--- src/rtl/sfq_pkg.sv ---
package sfq_pkg;
   localparam int unsigned NUM_FAULTS = 6;

   // bit position of each fault class in the one-hot vector; lower index wins
   typedef enum int unsigned {
      F_UD = 0,
      F_NM = 1,
      F_MF = 2,
      F_GP = 3,
      F_SS = 4,
      F_AC = 5
   } fault_idx_e;

   typedef logic [NUM_FAULTS-1:0] fault_vec_t;
endpackage

--- src/rtl/sfq_cond.sv ---
module sfq_cond
   import sfq_pkg::*;
#(
   parameter int unsigned WIDE_ALIGN_LG2   = 4,
   parameter int unsigned NARROW_ALIGN_LG2 = 3,
   parameter int unsigned ADDR_LSB_W       = 4,
   parameter logic [1:0]  AC_RING          = 2'd3
) (
   input  logic                  emul_i,
   input  logic                  task_sw_i,
   input  logic                  ext_state_en_i,
   input  logic                  wide_feat_i,
   input  logic                  lock_i,
   input  logic                  wide_i,
   input  logic                  mem_i,
   input  logic [ADDR_LSB_W-1:0] addr_lo_i,
   input  logic                  seg_viol_i,
   input  logic                  stk_viol_i,
   input  logic                  x87_pend_i,
   input  logic [1:0]            cpl_i,
   input  logic                  ac_en_i,
   output fault_vec_t            raw_o
);
   logic wide_mis;
   logic narrow_mis;

   // misalignment detectors; a zero-width check means "never misaligned"
   generate
      if (WIDE_ALIGN_LG2 == 0) begin : g_wide_none
         assign wide_mis = 1'b0;
      end else begin : g_wide_chk
         assign wide_mis = |addr_lo_i[WIDE_ALIGN_LG2-1:0];
      end
      if (NARROW_ALIGN_LG2 == 0) begin : g_nar_none
         assign narrow_mis = 1'b0;
      end else begin : g_nar_chk
         assign narrow_mis = |addr_lo_i[NARROW_ALIGN_LG2-1:0];
      end
   endgenerate

   always_comb begin
      raw_o       = '0;
      raw_o[F_UD] = emul_i | lock_i | (wide_i & (~ext_state_en_i | ~wide_feat_i));
      raw_o[F_NM] = task_sw_i;
      raw_o[F_MF] = ~wide_i & x87_pend_i;
      raw_o[F_GP] = mem_i & (seg_viol_i | (wide_i & wide_mis));
      raw_o[F_SS] = mem_i & stk_viol_i;
      raw_o[F_AC] = mem_i & ~wide_i & ac_en_i & (cpl_i == AC_RING) & narrow_mis;
   end
endmodule

--- src/rtl/sfq_pick.sv ---
module sfq_pick #(
   parameter int unsigned N = 6
) (
   input  logic [N-1:0] req_i,
   output logic [N-1:0] grant_o
);
   generate
      if (N < 1) begin : g_bad_n
         $error("sfq_pick: N must be at least 1");
      end
      for (genvar i = 0; i < N; i++) begin : g_bit
         if (i == 0) begin : g_first
            assign grant_o[0] = req_i[0];
         end else begin : g_rest
            assign grant_o[i] = req_i[i] & ~|req_i[i-1:0];
         end
      end
   endgenerate

   // the picker never hands out more than one grant, and grants only a request
   always_comb begin
      p_pick_onehot_r10 : assert ($onehot0(grant_o));
      p_pick_subset_r10 : assert ((grant_o & ~req_i) == '0);
   end
endmodule

--- src/rtl/simd_fault_qual.sv ---
module simd_fault_qual
   import sfq_pkg::*;
#(
   parameter int unsigned WIDE_ALIGN_LG2   = 4,
   parameter int unsigned NARROW_ALIGN_LG2 = 3,
   parameter int unsigned ADDR_LSB_W       = (WIDE_ALIGN_LG2 > NARROW_ALIGN_LG2) ?
                                             WIDE_ALIGN_LG2 : NARROW_ALIGN_LG2
) (
   input  logic                  clk,
   input  logic                  rst_n,
   input  logic                  check_vld_i,
   input  logic                  emul_i,
   input  logic                  task_sw_i,
   input  logic                  ext_state_en_i,
   input  logic                  wide_feat_i,
   input  logic                  lock_i,
   input  logic                  wide_i,
   input  logic                  mem_i,
   input  logic [ADDR_LSB_W-1:0] addr_lo_i,
   input  logic                  seg_viol_i,
   input  logic                  stk_viol_i,
   input  logic                  x87_pend_i,
   input  logic [1:0]            cpl_i,
   input  logic                  ac_en_i,
   output logic                  done_o,
   output logic [NUM_FAULTS-1:0] fault_o,
   output logic                  allow_o
);
   localparam int unsigned MAX_LG2 = (WIDE_ALIGN_LG2 > NARROW_ALIGN_LG2) ?
                                     WIDE_ALIGN_LG2 : NARROW_ALIGN_LG2;

   generate
      if (ADDR_LSB_W != MAX_LG2) begin : g_bad_addr
         $error("simd_fault_qual: ADDR_LSB_W must equal the larger alignment exponent");
      end
      if (MAX_LG2 == 0) begin : g_bad_align
         $error("simd_fault_qual: at least one alignment check must be enabled");
      end
   endgenerate

   fault_vec_t raw;
   fault_vec_t pick;

   sfq_cond #(
      .WIDE_ALIGN_LG2  (WIDE_ALIGN_LG2),
      .NARROW_ALIGN_LG2(NARROW_ALIGN_LG2),
      .ADDR_LSB_W      (ADDR_LSB_W),
      .AC_RING         (2'd3)
   ) u_cond (
      .emul_i        (emul_i),
      .task_sw_i     (task_sw_i),
      .ext_state_en_i(ext_state_en_i),
      .wide_feat_i   (wide_feat_i),
      .lock_i        (lock_i),
      .wide_i        (wide_i),
      .mem_i         (mem_i),
      .addr_lo_i     (addr_lo_i),
      .seg_viol_i    (seg_viol_i),
      .stk_viol_i    (stk_viol_i),
      .x87_pend_i    (x87_pend_i),
      .cpl_i         (cpl_i),
      .ac_en_i       (ac_en_i),
      .raw_o         (raw)
   );

   sfq_pick #(.N(NUM_FAULTS)) u_pick (
      .req_i  (raw),
      .grant_o(pick)
   );

   logic       done_q;
   fault_vec_t fault_q;
   logic       allow_q;

   always_ff @(posedge clk) begin
      if (!rst_n) begin
         done_q  <= 1'b0;
         fault_q <= '0;
         allow_q <= 1'b0;
      end else begin
         done_q  <= check_vld_i;
         fault_q <= check_vld_i ? pick : '0;
         allow_q <= check_vld_i & ~|pick;
      end
   end

   assign done_o  = done_q;
   assign fault_o = fault_q;
   assign allow_o = allow_q;

   p_onehot_r10 : assert property (@(posedge clk) disable iff (!rst_n)
      $onehot0(fault_o));

   p_allow_clean_r11 : assert property (@(posedge clk) disable iff (!rst_n)
      allow_o |-> (done_o && fault_o == '0));

   p_idle_quiet_r2 : assert property (@(posedge clk) disable iff (!rst_n)
      !done_o |-> (fault_o == '0 && !allow_o));

   p_emul_wins_r3 : assert property (@(posedge clk) disable iff (!rst_n)
      $rose(done_o) && $past(emul_i) |-> fault_o[F_UD]);

   p_mf_narrow_r6 : assert property (@(posedge clk) disable iff (!rst_n)
      $rose(done_o) && fault_o[F_MF] |-> !$past(wide_i));

   p_ac_ring_r9 : assert property (@(posedge clk) disable iff (!rst_n)
      $rose(done_o) && fault_o[F_AC] |-> ($past(cpl_i) == 2'd3 && $past(ac_en_i)));
endmodule

--- config.mk ---
export PLATFORM = sky130hd
export DESIGN_NAME = simd_fault_qual
export DESIGN_NICKNAME = d
export VERILOG_FILES = /design/src/rtl/sfq_pkg.sv /design/src/rtl/sfq_cond.sv /design/src/rtl/sfq_pick.sv /design/src/rtl/simd_fault_qual.sv
export SDC_FILE = /design/constraint.sdc
export NUM_CORES = 1
export LEC_CHECK = 0
export ABC_AREA = 1
export ABC_CLOCK_PERIOD_IN_PS = 1000
export BUFFER_PORTS_ARGS = -buffer_cell sky130_fd_sc_hd__clkbuf_2
export CORE_AREA = 5 5 42 44
export CTS_CLUSTER_DIAMETER = 50
export CTS_CLUSTER_SIZE = 28
export DETAILED_ROUTE_END_ITERATION = 8
export DIE_AREA = 0 0 47 49
export PLACE_DENSITY_LB_ADDON = 0.25
export SKIP_CTS_REPAIR_TIMING = 1
export SLEW_MARGIN = 20
export SYNTH_ARGS = -nofsm -noshare
export SYNTH_HDL_FRONTEND = slang
export SYNTH_HIERARCHICAL = 1
export SYNTH_SLANG_ARGS = --single-unit
--- constraint.sdc ---
create_clock -name clk -period 1 [get_ports clk]
set_input_delay 0.1 -clock clk [delete_from_list [all_inputs] [get_ports clk]]
set_output_delay 0.1 -clock clk [all_outputs]
set_load 0.05 [all_outputs]
# [Yosys cells after proc, flatten, opt, wreduce, memory -nomap -nowiden]
# Index checks and enable logic that the tools add are counted.
[totals] ff_bits=8 input_bits=20
[op_classes] n_eq_ne=1 n_bitwise=22 n_reduce_logical=14
[op_table] operator="$and 1x1->1" n=15
[op_table] operator="$reduce_or 4->1" n=2
[op_table] operator="$logic_not 1->1" n=6
[op_table] operator="$reduce_or 3->1" n=2
[op_table] operator="$reduce_or 6->1" n=1
[op_table] operator="$reduce_or 5->1" n=1
[op_table] operator="$or 1x1->1" n=4
[op_table] operator="$not 1->1" n=3
[op_table] operator="$eq 2x2->1 const B" n=1
[op_table] operator="$reduce_and 2->1" n=1
[op_table] operator="$reduce_or 2->1" n=1

# [Longest topological paths before layout]
[logic_depth] depth_word=10 mapped_depth=10 ltp_nobuf=10

# [Modules after synthesis]
# The synthesis kept the hierarchy.
[by_module_without_submodules] mod="simd_fault_qual" instances=1 cells_each=28 area_each_um2=250.2 seq_area_each_um2=160.2
[by_module_without_submodules] mod="sfq_cond" instances=1 cells_each=20 area_each_um2=86.3 seq_area_each_um2=0.0
[by_module_without_submodules] mod="sfq_pick" instances=1 cells_each=15 area_each_um2=62.6 seq_area_each_um2=0.0

# [Least setup slack after synthesis]
# Ideal clock, no wire load.
[synth_path] path_type="input to register" startpoint="in addr_lo_i[3]" endpoint="reg allow_q, in the netlist allow_o" setup_time_ns=0.110 arrival_time_ns=0.738 t_required_ns=0.890 setup_slack_ns=0.151 stages=10 path_buffers=0 path_cell_list="nor2_1 > nand2_1 > nand2_1 > a21oi_1 > nor2_1 > nand2_1 > nor2_1 > nor2_1 > nand2_1 > nor2_2"
[synth_via] elab_chain_len=10 word_cells_on_any_way=14 classes_between="7 x bitwise; 7 x reduce/logical"
[synth_lines] item="from (decl)" line="simd_fault_qual.sv:19" source="input logic [ADDR_LSB_W-1:0] addr_lo_i,"
[synth_lines] item="$reduce_or 4->1" line="sfq_cond.sv:32" source="assign wide_mis = |addr_lo_i[WIDE_ALIGN_LG2-1:0];"
[synth_lines] item="$and 1x1->1" line="sfq_cond.sv:46" source="raw_o[F_GP] = mem_i & (seg_viol_i | (wide_i & wide_mis));"
[synth_lines] item="$or 1x1->1" line="sfq_cond.sv:46"
[synth_lines] item="$and 1x1->1" line="sfq_cond.sv:46"
[synth_lines] item="named net raw[3]" line="simd_fault_qual.sv:41" source="fault_vec_t raw;"
[synth_lines] item="$reduce_or 5->1" line="sfq_pick.sv:15" source="assign grant_o[i] = req_i[i] & ~|req_i[i-1:0];"
[synth_lines] item="$logic_not 1->1" line="sfq_pick.sv:15"
[synth_lines] item="$and 1x1->1" line="sfq_pick.sv:15"
[synth_lines] item="named net pick[5]" line="simd_fault_qual.sv:42" source="fault_vec_t pick;"
[synth_lines] item="$reduce_or 6->1" line="simd_fault_qual.sv:83" source="allow_q <= check_vld_i & ~|pick;"
[synth_lines] item="$logic_not 1->1" line="simd_fault_qual.sv:83"
[synth_lines] item="$and 1x1->1" line="simd_fault_qual.sv:83"
[synth_lines] item="to (signal assigned)" line="simd_fault_qual.sv:83"
[synth_lines] item="to (decl)" line="simd_fault_qual.sv:73" source="logic allow_q;"
# The timed path passes the listed nets, and every way through them passes these cells.
# A chain may end at the register's enable or synchronous reset.

# [Final worst setup path]
[layout_path] startpoint="reg done_q, in the netlist done_o" endpoint="out done_o"
[layout_rtl] item="from (decl)" line="simd_fault_qual.sv:71" source="logic done_q;"
[layout_rtl] item="from (signal assigned)" line="simd_fault_qual.sv:81" source="done_q <= check_vld_i;"
[layout_rtl] item="to (decl)" line="simd_fault_qual.sv:25" source="output logic done_o,"
# No word-level cell between the ends.

==> impl_metrics.py <==
metrics = {
    "clock_tree": {
        "ctsHtreeMaxLevel": 1,
        "clk_pin_slew_worst_paths_ns": 0.05,
        "clock-root-buffer": "clkbuf_4",
        "cts_buffers": 3,
        "clock-sinks": 8,
        "clk_path_buf_depth": 2,
        "cts_tree": "built",
    },
    "routing": {
        "via_count": 419,
        "dr.pass1.iters": 4,
        "routed_wl_um": 790,
        "drc": 0,
        "ant_nets": 0,
        "via_per_inst": 3.880,
        "wl_per_cell_um": 7.315,
        "drt_iter0_drc": 3,
    },
    "global_route": {
        "grt_pass1_wl_mm": 1.497,
        "antenna_found_initial": 0,
        "grt.overflow.total": 0,
        "grt_max_degree": 8,
        "grt_pass1_vias": 413,
        "grtUsageTotal_pct": 9.373,
    },
    "timing": {
        "tightest_slew_ns": 0.2776,
        "fin_crit_ns": 0.9170,
        "finalSetupViolations": 0,
        "relSlewSlack_pct": 81.57,
        "tns_ns": 0,
        "rsz0062_at_grt": "false",
        "fmax_mhz": 1091,
        "drv_slew": 0,
        "min_period_over_period_pct": 91.70,
        "hold_violations": 0,
        "worst_slack_ns": 0.08300,
    },
    "place": {
        "gp_congestion": 0.6808,
        "placed_area_um2": 546.8,
        "dp.cells": 105,
        "port_buffers": 27,
        "place_ws_ns": -0.04002,
        "place_hpwl_um": 730.7,
    },
    "floorplan": {
        "die_area_mm2": 0.002303,
        "die_x_um": 47,
        "rows": 14,
        "start_util_pct": 28.48,
        "core-area_mm2": 0.001401,
        "dieHeight_um": 49,
        "io_pins": 28,
    },
    "power_and_ir_drop": {
        "p_clk_share_pct": 34.3,
        "switching_share_pct": 24.49,
        "intPower_uw": 511.3,
        "p_comb_share_pct": 17.4,
        "leakage_uw": 0.0003219,
        "switching_power_uw": 165.8,
        "p_per_area_mw_per_mm2": 1189,
        "power_frac_seq_pct": 48.3,
        "vdd_drop_max_v": 0.0003110,
        "power_uw": 677.1,
    },
    "synth": {
        "yosysTopAreaCellShare_pct": 40.13,
        "yosysWarningCount": 6,
        "synth_seq_area_share_pct": 40.13,
        "synth-simple-area-share_pct": 40.75,
        "synthDistinctLibCells": 12,
        "synth_top_family_by_area": "simple AND/OR/NAND/NOR gates",
        "synth-compound-area-share_pct": 1.254,
        "synth.area.mux_share_pct": 0,
        "synth_fa_ha_area_share_pct": 0,
        "synthXorXnorAreaFrac_pct": 0,
        "synth_area_leaders": "dfxtp_1 (40%), nor2_1 (18%), inv_1 (13%)",
        "netlist_instances": 63,
        "syn_avg_cell_area_um2": 6.335,
        "netlist_area_um2": 399.1,
        "ys_ff_latch": 8,
        "syn_nets": 83,
        "synth_top_area_cell": "dfxtp_1",
    },
    "layout": {
        "final_cell_area_um2": 569.3,
        "nFillCells": 172,
        "num_antenna_cells": 0,
        "multiInputGateArea_um2": 167.7,
        "nets": 114,
        "layout.cells.non_filler": 108,
        "drive_above_1_share_pct": 41.30,
        "area_delta_synth_final_pct": 42.63,
        "seq_area_um2": 160.2,
    },
    "critical_path": {
        "worst_setup_path_start_kind": "register",
        "cp_top_family": "flip-flops",
        "critical_path_class": "register to primary output",
        "crit_buf_inv": 1,
        "crit_chain": "clkbuf_2",
        "cp_max_fo": 1,
        "slowest_delay_ns": 0.31,
        "cp_data_required_time_ns": 0.90,
        "cp_data_arrival_time_ns": 0.82,
        "cp_slowest_cell": "dfxtp_1",
        "crit_path_end_kind": "primary output",
    },
    "job": {
        "cap_viol_max_count": 0,
    },
    "hold_path": {
        "hp-class": "primary input to register",
    },
    "run_status": {
        "status": "complete, no violations",
    },
}
[cell usage after synthesis (all sizes together)]
master / number
a21oi: 1
inv: 15
dfxtp: 8
nand4: 1
nor3: 1
nand2: 12
nor2: 23
buf: 2
[power groups by stage]
stage,Clock (µW),Combinational (µW),Sequential [µW]
after global placement,0,118,333
final,232,118,327
after CTS,247,120,327
after global routing,272,133,327
after detailed placement,0,120,334
after floorplan,0,48.7,356
[final timing paths]
kind	slack, ns	to	cells past startpoint	start
setup / recovery	0.08	done_o	1	done_o
hold / removal	0.15	done_o	3	check_vld_i
[per-stage QoR]
stage	hold slack (ns)	util (%)
after CTS	0.1399	40.63
after floorplan	0.2661	-
after global routing	0.1533	40.63
after global placement	0.3876	39.02
final	0.1453	40.63
after detailed placement	0.4006	39.02
[flip-flops by register name, indices dropped and copies added, names as in the netlist]
register	flops
fault_o	6
done_o	1
allow_o	1
[metal layers]
| layer | part of all wire (%) | vias up | track usage, % |
|---|---|---|---|
| met2 | 47 | 21 | 12.67 |
| li1 | - | 239 | - |
| met4 | 0 | 0 | 9.677 |
| met1 | 40 | 159 | 9.912 |
| met3 | 13 | 0 | 4.059 |
| met5 | 0 | - | 0 |
[cells in the final DEF, fill, tap and decap left out]
cell and instances:
nand4_1 1, nor2_4 1, nor3_1 1, nand2_2 2
inv_1 14, clkbuf_2 27, inv_2 1, clkbuf_4 3
nand2_1 10, a21oi_1 1, buf_4 1, nor2_2 3
dfxtp_1 8, nor2_1 19
[area by class of cell]
class	count	area share (%)
Clock buffer	3	3.956
Sequential cell	8	28.13
Timing Repair Buffer	28	25.05
Tap cell	16	3.516
Multi-Input combinational cell	38	29.45
Inverter	15	9.890
[kinds of logic (layout without fill, tap and decap cells)]
group           after synthesis  count (layout)
compound gates                1               1
buf+inv                      17              46
flops                         8               8
simple gates                 37              37
Power figures use the tool's default switching activity.
